<file path="src/rtl/sbp_pkg.sv">
package sbp_pkg;

   typedef enum logic [2:0] {
      XK_READ   = 3'd0,
      XK_WRITE  = 3'd1,
      XK_PSEUDO = 3'd2,
      XK_SREAD  = 3'd3,
      XK_SWRITE = 3'd4
   } xfer_kind_e;

   function automatic logic kind_known(input logic [2:0] k);
      return (k <= 3'd4);
   endfunction

   function automatic logic kind_split(input logic [2:0] k);
      return (k == XK_SREAD) || (k == XK_SWRITE);
   endfunction

   function automatic logic kind_read(input logic [2:0] k);
      return (k == XK_READ) || (k == XK_SREAD);
   endfunction

endpackage

</file>
<file path="src/rtl/sbp_mode_reg.sv">
module sbp_mode_reg #(
   parameter int STOP_LEVELS = 5,
   parameter int CODE_W      = 3
) (
   input  logic              clk,
   input  logic              rst_n,
   input  logic              xfer_valid,
   input  logic [2:0]        xfer_kind,
   input  logic              opt_set_stop,
   input  logic              opt_clear,
   input  logic [CODE_W-1:0] stop_code,
   output logic              split_on,
   output logic              stop_on,
   output logic [CODE_W-1:0] stop_sel,
   output logic              port_is_out
);
   import sbp_pkg::*;

   localparam logic [CODE_W-1:0] MAX_CODE = CODE_W'(STOP_LEVELS - 1);

   logic [CODE_W-1:0] code_lim;
   logic              known;

   assign code_lim = (stop_code > MAX_CODE) ? MAX_CODE : stop_code;
   assign known    = xfer_valid && kind_known(xfer_kind);

   always_ff @(posedge clk or negedge rst_n) begin
      if (!rst_n) begin
         split_on    <= 1'b0;
         port_is_out <= 1'b0;
      end else if (known) begin
         split_on    <= kind_split(xfer_kind);
         port_is_out <= kind_read(xfer_kind);
      end
   end

   always_ff @(posedge clk or negedge rst_n) begin
      if (!rst_n) begin
         stop_on  <= 1'b0;
         stop_sel <= '0;
      end else if (opt_clear) begin
         stop_on  <= 1'b0;
      end else if (opt_set_stop) begin
         stop_on  <= 1'b1;
         stop_sel <= code_lim;
      end
   end

endmodule

</file>
<file path="src/rtl/sbp_boundary.sv">
module sbp_boundary #(
   parameter int ADDR_W      = 9,
   parameter int STOP_LEVELS = 5,
   parameter int CODE_W      = 3
) (
   input  logic [ADDR_W-1:0] ptr,
   input  logic              split_on,
   input  logic              stop_on,
   input  logic [CODE_W-1:0] stop_sel,
   output logic              at_edge
);
   localparam int HALF_W = ADDR_W - 1;

   logic [HALF_W-1:0] mask_tbl [STOP_LEVELS];
   logic [HALF_W-1:0] part_mask;

   for (genvar g = 0; g < STOP_LEVELS; g++) begin : g_mask
      assign mask_tbl[g] = {HALF_W{1'b1}} >> g;
   end

   always_comb begin
      part_mask = mask_tbl[0];
      for (int i = 0; i < STOP_LEVELS; i++) begin
         if (stop_on && (stop_sel == CODE_W'(i))) part_mask = mask_tbl[i];
      end
   end

   assign at_edge = split_on && ((ptr[HALF_W-1:0] & part_mask) == part_mask);

endmodule

</file>
<file path="src/rtl/sbp_pointer.sv">
module sbp_pointer #(
   parameter int ADDR_W = 9
) (
   input  logic              clk,
   input  logic              rst_n,
   input  logic              ser_en,
   input  logic              at_edge,
   input  logic              xfer_valid,
   input  logic [2:0]        xfer_kind,
   input  logic [ADDR_W-1:0] xfer_tap,
   output logic [ADDR_W-1:0] ptr
);
   import sbp_pkg::*;

   localparam int HALF_W = ADDR_W - 1;

   logic [ADDR_W-1:0] alt_tap;
   logic [ADDR_W-1:0] split_tap;
   logic [ADDR_W-1:0] own_base;
   logic              known;

   assign known     = xfer_valid && kind_known(xfer_kind);
   assign split_tap = {~ptr[ADDR_W-1], xfer_tap[HALF_W-1:0]};
   assign own_base  = {ptr[ADDR_W-1], {HALF_W{1'b0}}};

   always_ff @(posedge clk or negedge rst_n) begin
      if (!rst_n) begin
         ptr     <= '0;
         alt_tap <= {1'b1, {HALF_W{1'b0}}};
      end else if (known && !kind_split(xfer_kind)) begin
         ptr     <= xfer_tap;
         alt_tap <= {~xfer_tap[ADDR_W-1], {HALF_W{1'b0}}};
      end else if (known) begin
         if (ser_en && at_edge) begin
            ptr     <= split_tap;
            alt_tap <= own_base;
         end else begin
            if (ser_en) ptr <= ptr + 1'b1;
            alt_tap <= split_tap;
         end
      end else if (ser_en) begin
         if (at_edge) begin
            ptr     <= alt_tap;
            alt_tap <= own_base;
         end else begin
            ptr     <= ptr + 1'b1;
         end
      end
   end

endmodule

</file>
<file path="src/rtl/sbp_ctrl.sv">
module sbp_ctrl #(
   parameter int ADDR_W      = 9,
   parameter int STOP_LEVELS = 5,
   parameter int CODE_W      = (STOP_LEVELS > 4) ? $clog2(STOP_LEVELS) : 2
) (
   input  logic              clk,
   input  logic              rst_n,
   input  logic              ser_en,
   input  logic              xfer_valid,
   input  logic [2:0]        xfer_kind,
   input  logic [ADDR_W-1:0] xfer_tap,
   input  logic              opt_set_stop,
   input  logic              opt_clear,
   input  logic [CODE_W-1:0] stop_code,
   output logic [ADDR_W-1:0] ptr,
   output logic              upper_half,
   output logic              port_is_out
);

   if (ADDR_W < 2) begin : g_bad_addr
      $fatal(1, "sbp_ctrl: ADDR_W must be at least 2");
   end
   if (STOP_LEVELS < 1 || STOP_LEVELS > ADDR_W - 1) begin : g_bad_levels
      $fatal(1, "sbp_ctrl: STOP_LEVELS out of range");
   end
   if ((1 << CODE_W) < STOP_LEVELS) begin : g_bad_code
      $fatal(1, "sbp_ctrl: CODE_W too narrow");
   end

   logic              split_on;
   logic              stop_on;
   logic [CODE_W-1:0] stop_sel;
   logic              at_edge;

   sbp_mode_reg #(.STOP_LEVELS(STOP_LEVELS), .CODE_W(CODE_W)) i_mode (
      .clk(clk), .rst_n(rst_n), .xfer_valid(xfer_valid), .xfer_kind(xfer_kind),
      .opt_set_stop(opt_set_stop), .opt_clear(opt_clear), .stop_code(stop_code),
      .split_on(split_on), .stop_on(stop_on), .stop_sel(stop_sel),
      .port_is_out(port_is_out)
   );

   sbp_boundary #(.ADDR_W(ADDR_W), .STOP_LEVELS(STOP_LEVELS), .CODE_W(CODE_W)) i_bnd (
      .ptr(ptr), .split_on(split_on), .stop_on(stop_on), .stop_sel(stop_sel),
      .at_edge(at_edge)
   );

   sbp_pointer #(.ADDR_W(ADDR_W)) i_ptr (
      .clk(clk), .rst_n(rst_n), .ser_en(ser_en), .at_edge(at_edge),
      .xfer_valid(xfer_valid), .xfer_kind(xfer_kind), .xfer_tap(xfer_tap),
      .ptr(ptr)
   );

   assign upper_half = ptr[ADDR_W-1];

endmodule

</file>
<file path="config.mk">
export PLATFORM = sky130hd
export DESIGN_NAME = sbp_ctrl
export DESIGN_NICKNAME = d
export VERILOG_FILES = /design/src/rtl/sbp_pkg.sv /design/src/rtl/sbp_mode_reg.sv /design/src/rtl/sbp_boundary.sv /design/src/rtl/sbp_pointer.sv /design/src/rtl/sbp_ctrl.sv
export SDC_FILE = /design/constraint.sdc
export NUM_CORES = 1
export LEC_CHECK = 0
export BUFFER_PORTS_ARGS = -buffer_cell sky130_fd_sc_hd__clkbuf_2
export CORE_MARGIN = 2
export CORE_UTILIZATION = 47
export DETAILED_ROUTE_END_ITERATION = 10
export GPL_ROUTABILITY_DRIVEN = 0
export HOLD_SLACK_MARGIN = 0.02
export MAX_ROUTING_LAYER = met4
export PLACE_DENSITY = 0.79
export SETUP_SLACK_MARGIN = 0.1
export SYNTH_ARGS = -nofsm -noshare
export SYNTH_HDL_FRONTEND = slang
export SYNTH_SLANG_ARGS = --single-unit
</file>
<file path="constraint.sdc">
create_clock -name clk -period 2 [get_ports clk]
set_clock_uncertainty 0.15 [all_clocks]
set_input_delay 0.3 -clock clk [delete_from_list [all_inputs] [get_ports clk]]
set_output_delay 0.3 -clock clk [all_outputs]
set_load 0.02 [all_outputs]
</file>
==> out/qor.yml, run 1 <==
routing:
  highest_layer: "met4"
  wl_met1_um: 2130
  vias: 1815
  drtAntennaViolNets: 0
  drcViolationCount: 0
  dr.pass1.iters: 4
  viasPerCell: 6.19
  wl_um: 4990
  met2RoutedLength_um: 2470
  drt_iter0_drc: 156
  met3_length_um: 327
  post_drt_wl_per_cell_um: 17.0
pwr:
  power_switching_mw: 0.735
  vdd_drop_max_mv: 0.575
  total_power_mw: 1.89
  p_leak_nw: 0.987
  p_per_area_nw_per_um2: 831
  power_frac_comb_pct: 45.9
  p_clk_share_pct: 18.0
  p_int_mw: 1.15
  seq_power_share_pct: 36.0
  netSwitchingFraction_pct: 39.0
setup_path:
  r2r_end: "i_ptr.ptr[8]"
  critPathMaxStageDelay_ns: 0.49
  end_kind: "flop"
  start_kind: "flop"
  crit_required_ns: 2.05
  rr_startpoint: "i_mode.stop_sel[1]"
  crit_chain: "or3b_4 -> o211a_4 -> or4_4 -> a41o_1 -> a31oi_1"
  reg2reg_slack_ns: -0.09
  arrival_ns: 2.14
  crit_slowest_cell: "or4_4"
  crit_type: "flop to flop"
  critPathMaxFanout: 6
  reg2reg_depth: 5
synthesis:
  synth_area_leaders: "dfrtp_1 33%, a22o_1 4.0%, nand2_1 3.7%"
  synthDistinctLibCells: 63
  synth_commonest_cells: "23 x dfrtp_1, 17 x nand2_1, 15 x nor2_1"
  syn-cell-area_um2: 1730
  yosysMostFrequentCell: "dfrtp_1"
  synth_warnings: 0
  synth_seq_cells: 24
  netlist_instances: 192
  synth.avg_cell_area_um2: 9.02
  synth_edf_count: 0
  synth.largest_area_cell: "dfrtp_1"
  synth-async-reset-ratio_pct: 100
  synth_fp_nets: 214
  yosysSeqAreaShare_pct: 34.8
  yosysTopAreaCellShare_pct: 33.2
  synthFlopType: "dfrtp_1"
timing:
  drv_slew: 0
  setup_viol: 6
  hold_viol: 0
  whs_ns: 0.0281
  layout_setup_ws_ns: -0.0934
  fmax_mhz: 478
  slew_headroom_pct: 60.0
  rsz0062_at_grt: "true"
  period_minus_slack_ns: 2.09
  fin_crit_sh_pct: 105
  worst_pin_slew_ns: 0.600
worst_hold_path:
  hold_end: "i_mode.stop_on"
  hold_class: "primary input to flop"
  hold_path_depth: 2
  hp-start: "opt_clear"
grt:
  grt-ovfl-total: 0
  grt_pass1_vias: 1688
  antenna_found_initial: 0
  track_usage_pct: 26.1
  grt_max_degree: 25
  grt_pass1_wl_um: 8120
layout:
  diodes: 0
  fin_area_um2: 2270
  drive_above_1_share_pct: 38.4
  final_util_pct: 62.9
  nets: 268
  synthToLayoutAreaGrowth_pct: 31.1
clocking:
  htreeDepth: 1
  clock-sinks: 24
  clkSlewWorstSetupHoldPaths_ns: 0.09
  cts-root-buf: "clkbuf_8"
  clk_latency_ns: 0.28
  cts_tree: "yes"
  cts_buffers: 3
  clockBufferDepth: 2
floorplanning:
  coreArea_um2: 3610
  initial_core_util_pct: 48.0
  ios: 32
  die-area_um2: 4190
  die_y_um: 64.7
  die_w_um: 64.7
  placementRows: 22
placed_design:
  dp_slack_ns: -0.177
  io_buffers: 31
  dp_hpwl_um: 3710
  place_area_um2: 2090
run_status:
  status: "complete, but fails checks"
  violations: "negative setup slack"
flow_run:
  drv_cap: 0
## cells in the final DEF, fill, tap and decap left out, drive strengths merged, types with 3 or more instances in the layout
master	netlist	final
nand4	6	6
inv	5	5
dfrtp	23	23
o21ai	12	12
nand3	4	4
nor2	18	18
o211ai	3	3
a22o	8	8
clkbuf	5	35
a21oi	8	8
a21o	3	3
a31oi	4	4
nand2b	3	3
o311a	3	3
nor3	4	5
xnor2	4	4
and3	7	7
nand2	17	17
and2	4	4
buf	6	27
## sequential cells by signal, indices dropped and copies added (netlist names)
signal and flops:
i_mode.split_on 1, i_ptr.ptr 9, i_ptr.alt_tap 9, i_mode.stop_on 1
i_mode.stop_sel 3, i_mode.port_is_out 1
## worst max path at each step
stage	slack (ns)	startpoint	endpoint	cells after the start
6_report	-0.09	i_mode.stop_sel[1]	i_ptr.ptr[8]	5
5_1_grt	-0.19	i_mode.stop_sel[0]	i_ptr.ptr[8]	5
4_1_cts	-0.08	i_mode.stop_sel[1]	i_ptr.ptr[8]	5
3_5_place_dp	-0.18	i_mode.stop_sel[0]	i_ptr.ptr[3]	5
3_3_place_gp	-0.11	i_mode.stop_sel[0]	i_ptr.ptr[6]	5
2_1_floorplan	-0.15	i_ptr.ptr[4]	i_ptr.ptr[1]	6
## metrics by stage
step | cells | setup TNS (ns)
6_report | 293 | -0.415
3_5_place_dp | 283 | -1.28
3_3_place_gp | 283 | -0.549
5_1_grt | 293 | -1.08
2_1_floorplan | 192 | -0.744
4_1_cts | 292 | -0.353
## power by group through the flow
stage	Combinational [mW]	Sequential, mW	Clock, mW
2_1_floorplan	0.465	0.732	0
3_3_place_gp	0.771	0.675	0
3_5_place_dp	0.789	0.681	0
4_1_cts	0.842	0.673	0.348
5_1_grt	0.932	0.688	0.371
6_report	0.866	0.679	0.340
## logic make-up after synthesis
logic type | count (synthesis) | share of synthesized area, %
buffers and inverters | 16 | 4.55
adder cells (fa/ha/maj) | 1 | 0.722
multiplexers | 4 | 2.46
AO/OA/AOI/OAI | 63 | 28.3
AND/OR/NAND/NOR | 79 | 26.7
XOR/XNOR | 5 | 2.53
flip-flops | 24 | 34.8
## worst max-delay path: cells and delay by family (launching register included)
kind	cells	cell delay (ns)
flip-flops	1	0.44
AND/OR/NAND/NOR	2	0.90
AO/OA/AOI/OAI	3	0.53
## routing by layer
metal	up-vias	GRT usage, %
met5	-	-
met4	0	9.84
met3	6	4.69
met2	78	42.4
met1	874	32.5
li1	857	-
## timing repair
| item | in CTS | in global routing |
|---|---|---|
| gates resized for setup | 12 | 7 |
| pin swaps | 11 | 7 |
| endpoints found under the hold margin | 23 | 0 |
| gates cloned | 1 | 0 |
| setup buffers | 3 | 1 |
| endpoints found under the setup margin | 18 | 18 |
| hold buffers | 1 | 0 |
## cell type report
| cell class | instances | area, um^2 |
|---|---|---|
| Tap cell | 48 | 60.1 |
| Multi-Input combinational cell | 153 | 1140 |
| Clock buffer | 4 | 55.1 |
| Timing Repair Buffer | 59 | 383 |
| Sequential cell | 24 | 611 |
| Inverter | 5 | 18.8 |
| Fill cell | 315 | 1340 |
No activity file was read; power rests on OpenSTA's default activity.
==> run 2: changes to the inputs <==
Settings changed: CORE_UTILIZATION 47 to 45, PLACE_DENSITY 0.79 to 0.76.
==> out/qor.yml, run 2 (same netlist as run 1, synthesis figures left out) <==
run_status:
  status: "complete, but fails checks"
  violations: "negative setup slack"
routing:
  drtAntennaViolNets: 0  # unchanged
  wl_um: 5960  # +20%
  drt_iter0_drc: 182  # +17%
  post_drt_wl_per_cell_um: 19.4  # +14%
  drcViolationCount: 0  # unchanged
  vias: 1937  # +6.7%
  viasPerCell: 6.29  # +1.5%
  dr.pass1.iters: 4  # unchanged
clocking:
  clkSlewWorstSetupHoldPaths_ns: 0.09  # about the same
  cts_tree: "yes"
  htreeDepth: 1  # unchanged
  cts-root-buf: "clkbuf_8"
  cts_buffers: 3  # unchanged
  clk_latency_ns: 0.27  # about the same
  clock-sinks: 24  # unchanged
  clockBufferDepth: 2  # unchanged
placed_design:
  dp_cells: 287  # +1.4%
  dp_hpwl_um: 3700  # -0.26%
  io_buffers: 31  # unchanged
grt:
  use_met2_pct: 44.9  # +2.6 points
  gr-max-usage-layer: "met2"
  antenna_found_initial: 0  # unchanged
  grt_pass1_wl_um: 8980  # +11%
  grt_pass1_vias: 1841  # +9.1%
  grt_max_degree: 25  # unchanged
  track_usage_pct: 27.5  # +1.4 points
  use_met1_pct: 35.6  # +3.1 points
  met3_usage_pct: 3.41  # -1.3 points
  grt-ovfl-total: 0  # unchanged
floorplanning:
  placementRows: 22  # unchanged
  initial_core_util_pct: 46.9  # -1.1 points
  die_y_um: 66.0  # +2.1%
  ios: 32  # unchanged
  coreArea_um2: 3690  # +2.3%
  die-area_um2: 4360  # +4.2%
  die_w_um: 66.0  # +2.1%
layout:
  multi_input_area_um2: 1230  # +8.0%
  largestRegisters: "i_ptr.alt_tap (9), i_ptr.ptr (9), i_mode.stop_sel (3)"
  area.sequential_um2: 609  # -0.21%
  final_cell_mix: "35 x buf_4, 31 x clkbuf_2, 17 x nand2_1, 17 x dfrtp_1, 15 x nor2_1"
  final_common_cell: "buf_4"
  final_util_pct: 68.1  # +5.2 points
  instances_no_fill: 308  # +5.1%
  diodes: 0  # unchanged
  n_fill_cell: 310  # -1.6%
  nets: 283  # +5.6%
  synthToLayoutAreaGrowth_pct: 45.1
  drive_above_1_share_pct: 45.8  # +7.4 points
timing:
  period_minus_slack_ns: 2.18  # +0.0839 ns
  fin_crit_sh_pct: 109  # +4.2 points
  setup_viol: 16  # +10
  slew_headroom_pct: 60.5  # +0.53 points
  layout_setup_ws_ns: -0.177  # -0.0839 ns
  worst_pin_slew_ns: 0.592  # -0.00796 ns
  rsz0062_at_grt: "true"
  drv_slew: 0  # unchanged
  hold_viol: 0  # unchanged
  fmax_mhz: 459  # -3.9%
  whs_ns: 0.0301  # +0.00196 ns
setup_path:
  crit_type: "flop to flop"
  end_kind: "flop"
  critPathMaxStageDelay_ns: 0.45  # -0.04 ns
  crit_chain: "and4b_2 -> o311ai_4 -> nor3_4 -> buf_12 -> buf_6 -> and3_4 -> o32a_1"
  arrival_ns: 2.18  # +0.04 ns
  critPathMaxFanout: 6  # unchanged
  path_delay_family: "compound AO/OA/AOI/OAI gates"
  start_kind: "flop"
  crit_slowest_cell: "dfrtp_2"
  reg2reg_slack_ns: -0.18  # -0.08 ns
  crit_required_ns: 2.01  # -0.04 ns
  crit_buf_inv: 2  # +2
pwr:
  p_per_area_nw_per_um2: 806  # -2.9%
  vdd_drop_max_mv: 0.377  # -34%
  p_leak_nw: 1.09  # +10%
flow_run:
  drv_cap: 0  # unchanged
worst_hold_path:
  hold_class: "primary input to flop"
## run 2: cell count changes in the layout (fill, tap and decap cells not counted), moves of 2 or more
cell,change
a31oi_1,-3
a31oi_2,+2
buf_12,+2
buf_4,+12
buf_6,+2
o21ai_0,-2
o21ai_2,+3
o311a_1,-2
o311a_4,+3
## run 2: timing repair
action,CTS,global route
gates resized for setup,19,18
setup endpoints to repair,18,18
pin swaps,26,11
hold buffers,1,0
endpoints found under the hold margin,23,0
setup buffers,8,8
## run 2: layer usage
layer | vias to the layer above | wire length (um)
met3 | 25 | 425
met4 | 0 | 231
met5 | - | 0
met1 | 913 | 2490
met2 | 108 | 2820
li1 | 891 | -
## run 2: final timing paths
check,start,to,cells past startpoint
max,i_mode.stop_sel[0],i_ptr.ptr[7],7
min,opt_clear,i_mode.stop_on,2
max reg2reg,i_mode.stop_sel[0],i_ptr.ptr[7],7
min reg2reg,i_ptr.alt_tap[4],i_ptr.alt_tap[4],1
max in group asynchronous,rst_n,i_ptr.ptr[4],2
min in group asynchronous,rst_n,i_mode.port_is_out,2
## run 2: final cells by class
type / instances / area share, %
Inverter: 5 / 0.747
Multi-Input combinational cell: 152 / 49.1
Clock buffer: 4 / 2.19
Tap cell: 48 / 2.39
Sequential cell: 24 / 24.3
Timing Repair Buffer: 75 / 21.3
## run 2: through the flow
step	power [mW]	worst slack [ns]	TNS [ns]	instance area (um^2)
after floorplan	1.20	-0.147	-0.744	1800
after global placement	1.47	-0.133	-0.998	2120
after detailed placement	1.49	-0.192	-1.65	2120
after CTS	1.91	-0.114	-0.500	2350
after global routing	2.12	-0.263	-3.13	2510
final	2.03	-0.177	-2.04	2510
## run 2: power by group
part | leakage, nW | total [mW] | internal [mW] | switching [mW]
Combinational | 0.764 | 0.999 | 0.455 | 0.544
Clock | 0.0288 | 0.341 | 0.176 | 0.165
Sequential | 0.293 | 0.685 | 0.579 | 0.107
Total | 1.09 | 2.03 | 1.21 | 0.816
## run 2: worst reg2reg max path: cells and delay by family, from the launching register on
kind                   cells  cell delay, ns
buffers and inverters      2            0.26
and+or+nand+nor            3            0.51
AOI/OAI and AO/OA          2            0.69
DFF                        1            0.45
==> run 3: changes to the inputs <==
Settings changed: REMOVE_ABC_BUFFERS set to 1.
==> out/qor.yml, run 3 (same netlist as run 1, synthesis figures left out) <==
pwr:
  vdd_drop_max_mv: 0.582  # +54%
  p_per_area_nw_per_um2: 820  # +1.7%
  p_leak_nw: 1.07  # -1.0%
  total_power_mw: 1.97  # -2.8%
flow_run:
  drv_cap: 0  # unchanged
timing:
  fin_crit_sh_pct: 109  # +0.16 points
  rsz0062_at_grt: "true"
  fmax_mhz: 459  # -0.15%
  hold_viol: 0  # unchanged
  drv_slew: 0  # unchanged
  setup_viol: 17  # +1
  worst_pin_slew_ns: 0.629  # +0.0370 ns
  slew_headroom_pct: 58.1  # -2.5 points
  layout_setup_ws_ns: -0.181  # -0.00322 ns
  period_minus_slack_ns: 2.18  # +0.00322 ns
setup_path:
  end_kind: "flop"
  critPathMaxFanout: 6  # unchanged
  arrival_ns: 2.17  # about the same
  crit_type: "flop to flop"
  crit_required_ns: 1.99  # -0.02 ns
  start_kind: "flop"
placed_design:
  dp_hpwl_um: 3840  # +4.0%
  io_buffers: 31  # unchanged
  place_area_um2: 2120  # -0.18%
floorplanning:
  die_w_um: 66.0  # unchanged
  placementRows: 22  # unchanged
  initial_core_util_pct: 46.9  # unchanged
  die_y_um: 66.0  # unchanged
  ios: 32  # unchanged
  coreArea_um2: 3690  # unchanged
  die-area_um2: 4360  # unchanged
layout:
  n_fill_cell: 314  # +1.3%
  drive_above_1_share_pct: 39.8  # -6.0 points
  fin_area_um2: 2400  # -4.4%
  synthToLayoutAreaGrowth_pct: 38.7
  nets: 282  # -0.35%
  final_common_cell: "buf_4"
  largestRegisters: "i_ptr.alt_tap (9), i_ptr.ptr (9), i_mode.stop_sel (3)"
  final_cell_mix: "34 x buf_4, 31 x clkbuf_2, 22 x dfrtp_1"
routing:
  vias: 1879  # -3.0%
  dr.pass1.iters: 5  # +1
  drtAntennaViolNets: 0  # unchanged
  viasPerCell: 6.10  # -3.0%
  post_drt_wl_per_cell_um: 17.5  # -9.6%
  wl_um: 5390  # -9.6%
  drt_iter0_drc: 155  # -15%
  drcViolationCount: 0  # unchanged
grt:
  track_usage_pct: 27.1  # -0.48 points
  grt-ovfl-total: 0  # unchanged
  grt_max_degree: 25  # unchanged
  grt_pass1_vias: 1822  # -1.0%
  antenna_found_initial: 1  # +1
  grt_pass1_wl_um: 8760  # -2.4%
worst_hold_path:
  hold_class: "primary input to flop"
clocking:
  clockBufferDepth: 2  # unchanged
  clock-sinks: 24  # unchanged
  clk_latency_ns: 0.28  # about the same
  cts_buffers: 3  # unchanged
  htreeDepth: 1  # unchanged
  cts_tree: "yes"
  clkSlewWorstSetupHoldPaths_ns: 0.10  # about the same
  cts-root-buf: "clkbuf_8"
run_status:
  violations: "negative setup slack"
  status: "complete, but fails checks"
run 3: where the power goes:
part / internal (mW) / leakage, nW / switching [mW]
clock network: 0.268 / 0.0357 / 0.174
registers: 0.573 / 0.299 / 0.0899
logic: 0.390 / 0.740 / 0.475
total: 1.23 / 1.07 / 0.739
run 3: area by class of cell:
cell class | instances | area [um^2] | share of cell area (%)
antenna | 1 | 2.50 | 0.104
clock buffer | 3 | 41.3 | 1.72
clock inverter | 1 | 30.0 | 1.25
inverter | 5 | 18.8 | 0.782
multi-input combinational | 152 | 1130 | 47.0
sequential | 24 | 603 | 25.1
tap | 48 | 60.1 | 2.50
timing repair buffer | 74 | 518 | 21.6
run 3: per-layer routing:
metal	GRT usage, %	vias up	part of all wire (%)
li1	-	878	-
met1	33.0	888	42
met5	-	-	0
met3	6.81	13	8.9
met4	6.89	0	1.4
met2	45.1	100	48
run 3: path summary, 6_finish.rpt:
path | from | endpoint | slack (ns) | cells past startpoint
worst min register to register | i_ptr.alt_tap[6] | i_ptr.alt_tap[6] | 0.37 | 1
worst min-delay path | xfer_tap[3] | i_ptr.alt_tap[3] | 0.1 | 2
worst max-delay path | i_mode.stop_sel[0] | i_ptr.ptr[5] | -0.18 | 6
worst max register to register | i_mode.stop_sel[0] | i_ptr.ptr[5] | -0.18 | 6
max in group asynchronous | rst_n | i_mode.stop_sel[0] | 0.83 | 2
min in group asynchronous | rst_n | i_mode.port_is_out | 0.41 | 2
run 3: worst max-delay path, stage by stage (launching register included):
cell and delay [ns]:
dfrtp_2 0.45, or3b_4 0.42, o211a_4 0.18, nor3_4 0.28, buf_6 0.15, mux2i_1 0.08
o311ai_2 0.34
run 3: per-stage QoR:
| step | setup TNS [ns] | utilization [%] | hold WS, ns | std cells | setup WS [ns] |
|---|---|---|---|---|---|
| global route | -2.87 | 65.1 | 0.101 | 308 | -0.256 |
| floorplan | -2.89 | - | -0.146 | 181 | -0.322 |
| global placement | -0.808 | 57.5 | 0.197 | 291 | -0.217 |
| CTS | -0.618 | 63.4 | 0.0213 | 304 | -0.128 |
| detailed placement | -1.43 | 57.5 | 0.201 | 291 | -0.297 |
| finish | -1.80 | 65.1 | 0.0978 | 308 | -0.181 |
run 3: repair_timing:
| action | 4_1_cts | 5_1_grt |
|---|---|---|
| setup buffers | 8 | 2 |
| hold buffers | 1 | 1 |
| pin swaps | 15 | 9 |
| gates resized for setup | 16 | 8 |
| endpoints found under the setup margin | 17 | 18 |
| endpoints found under the hold margin | 23 | 1 |
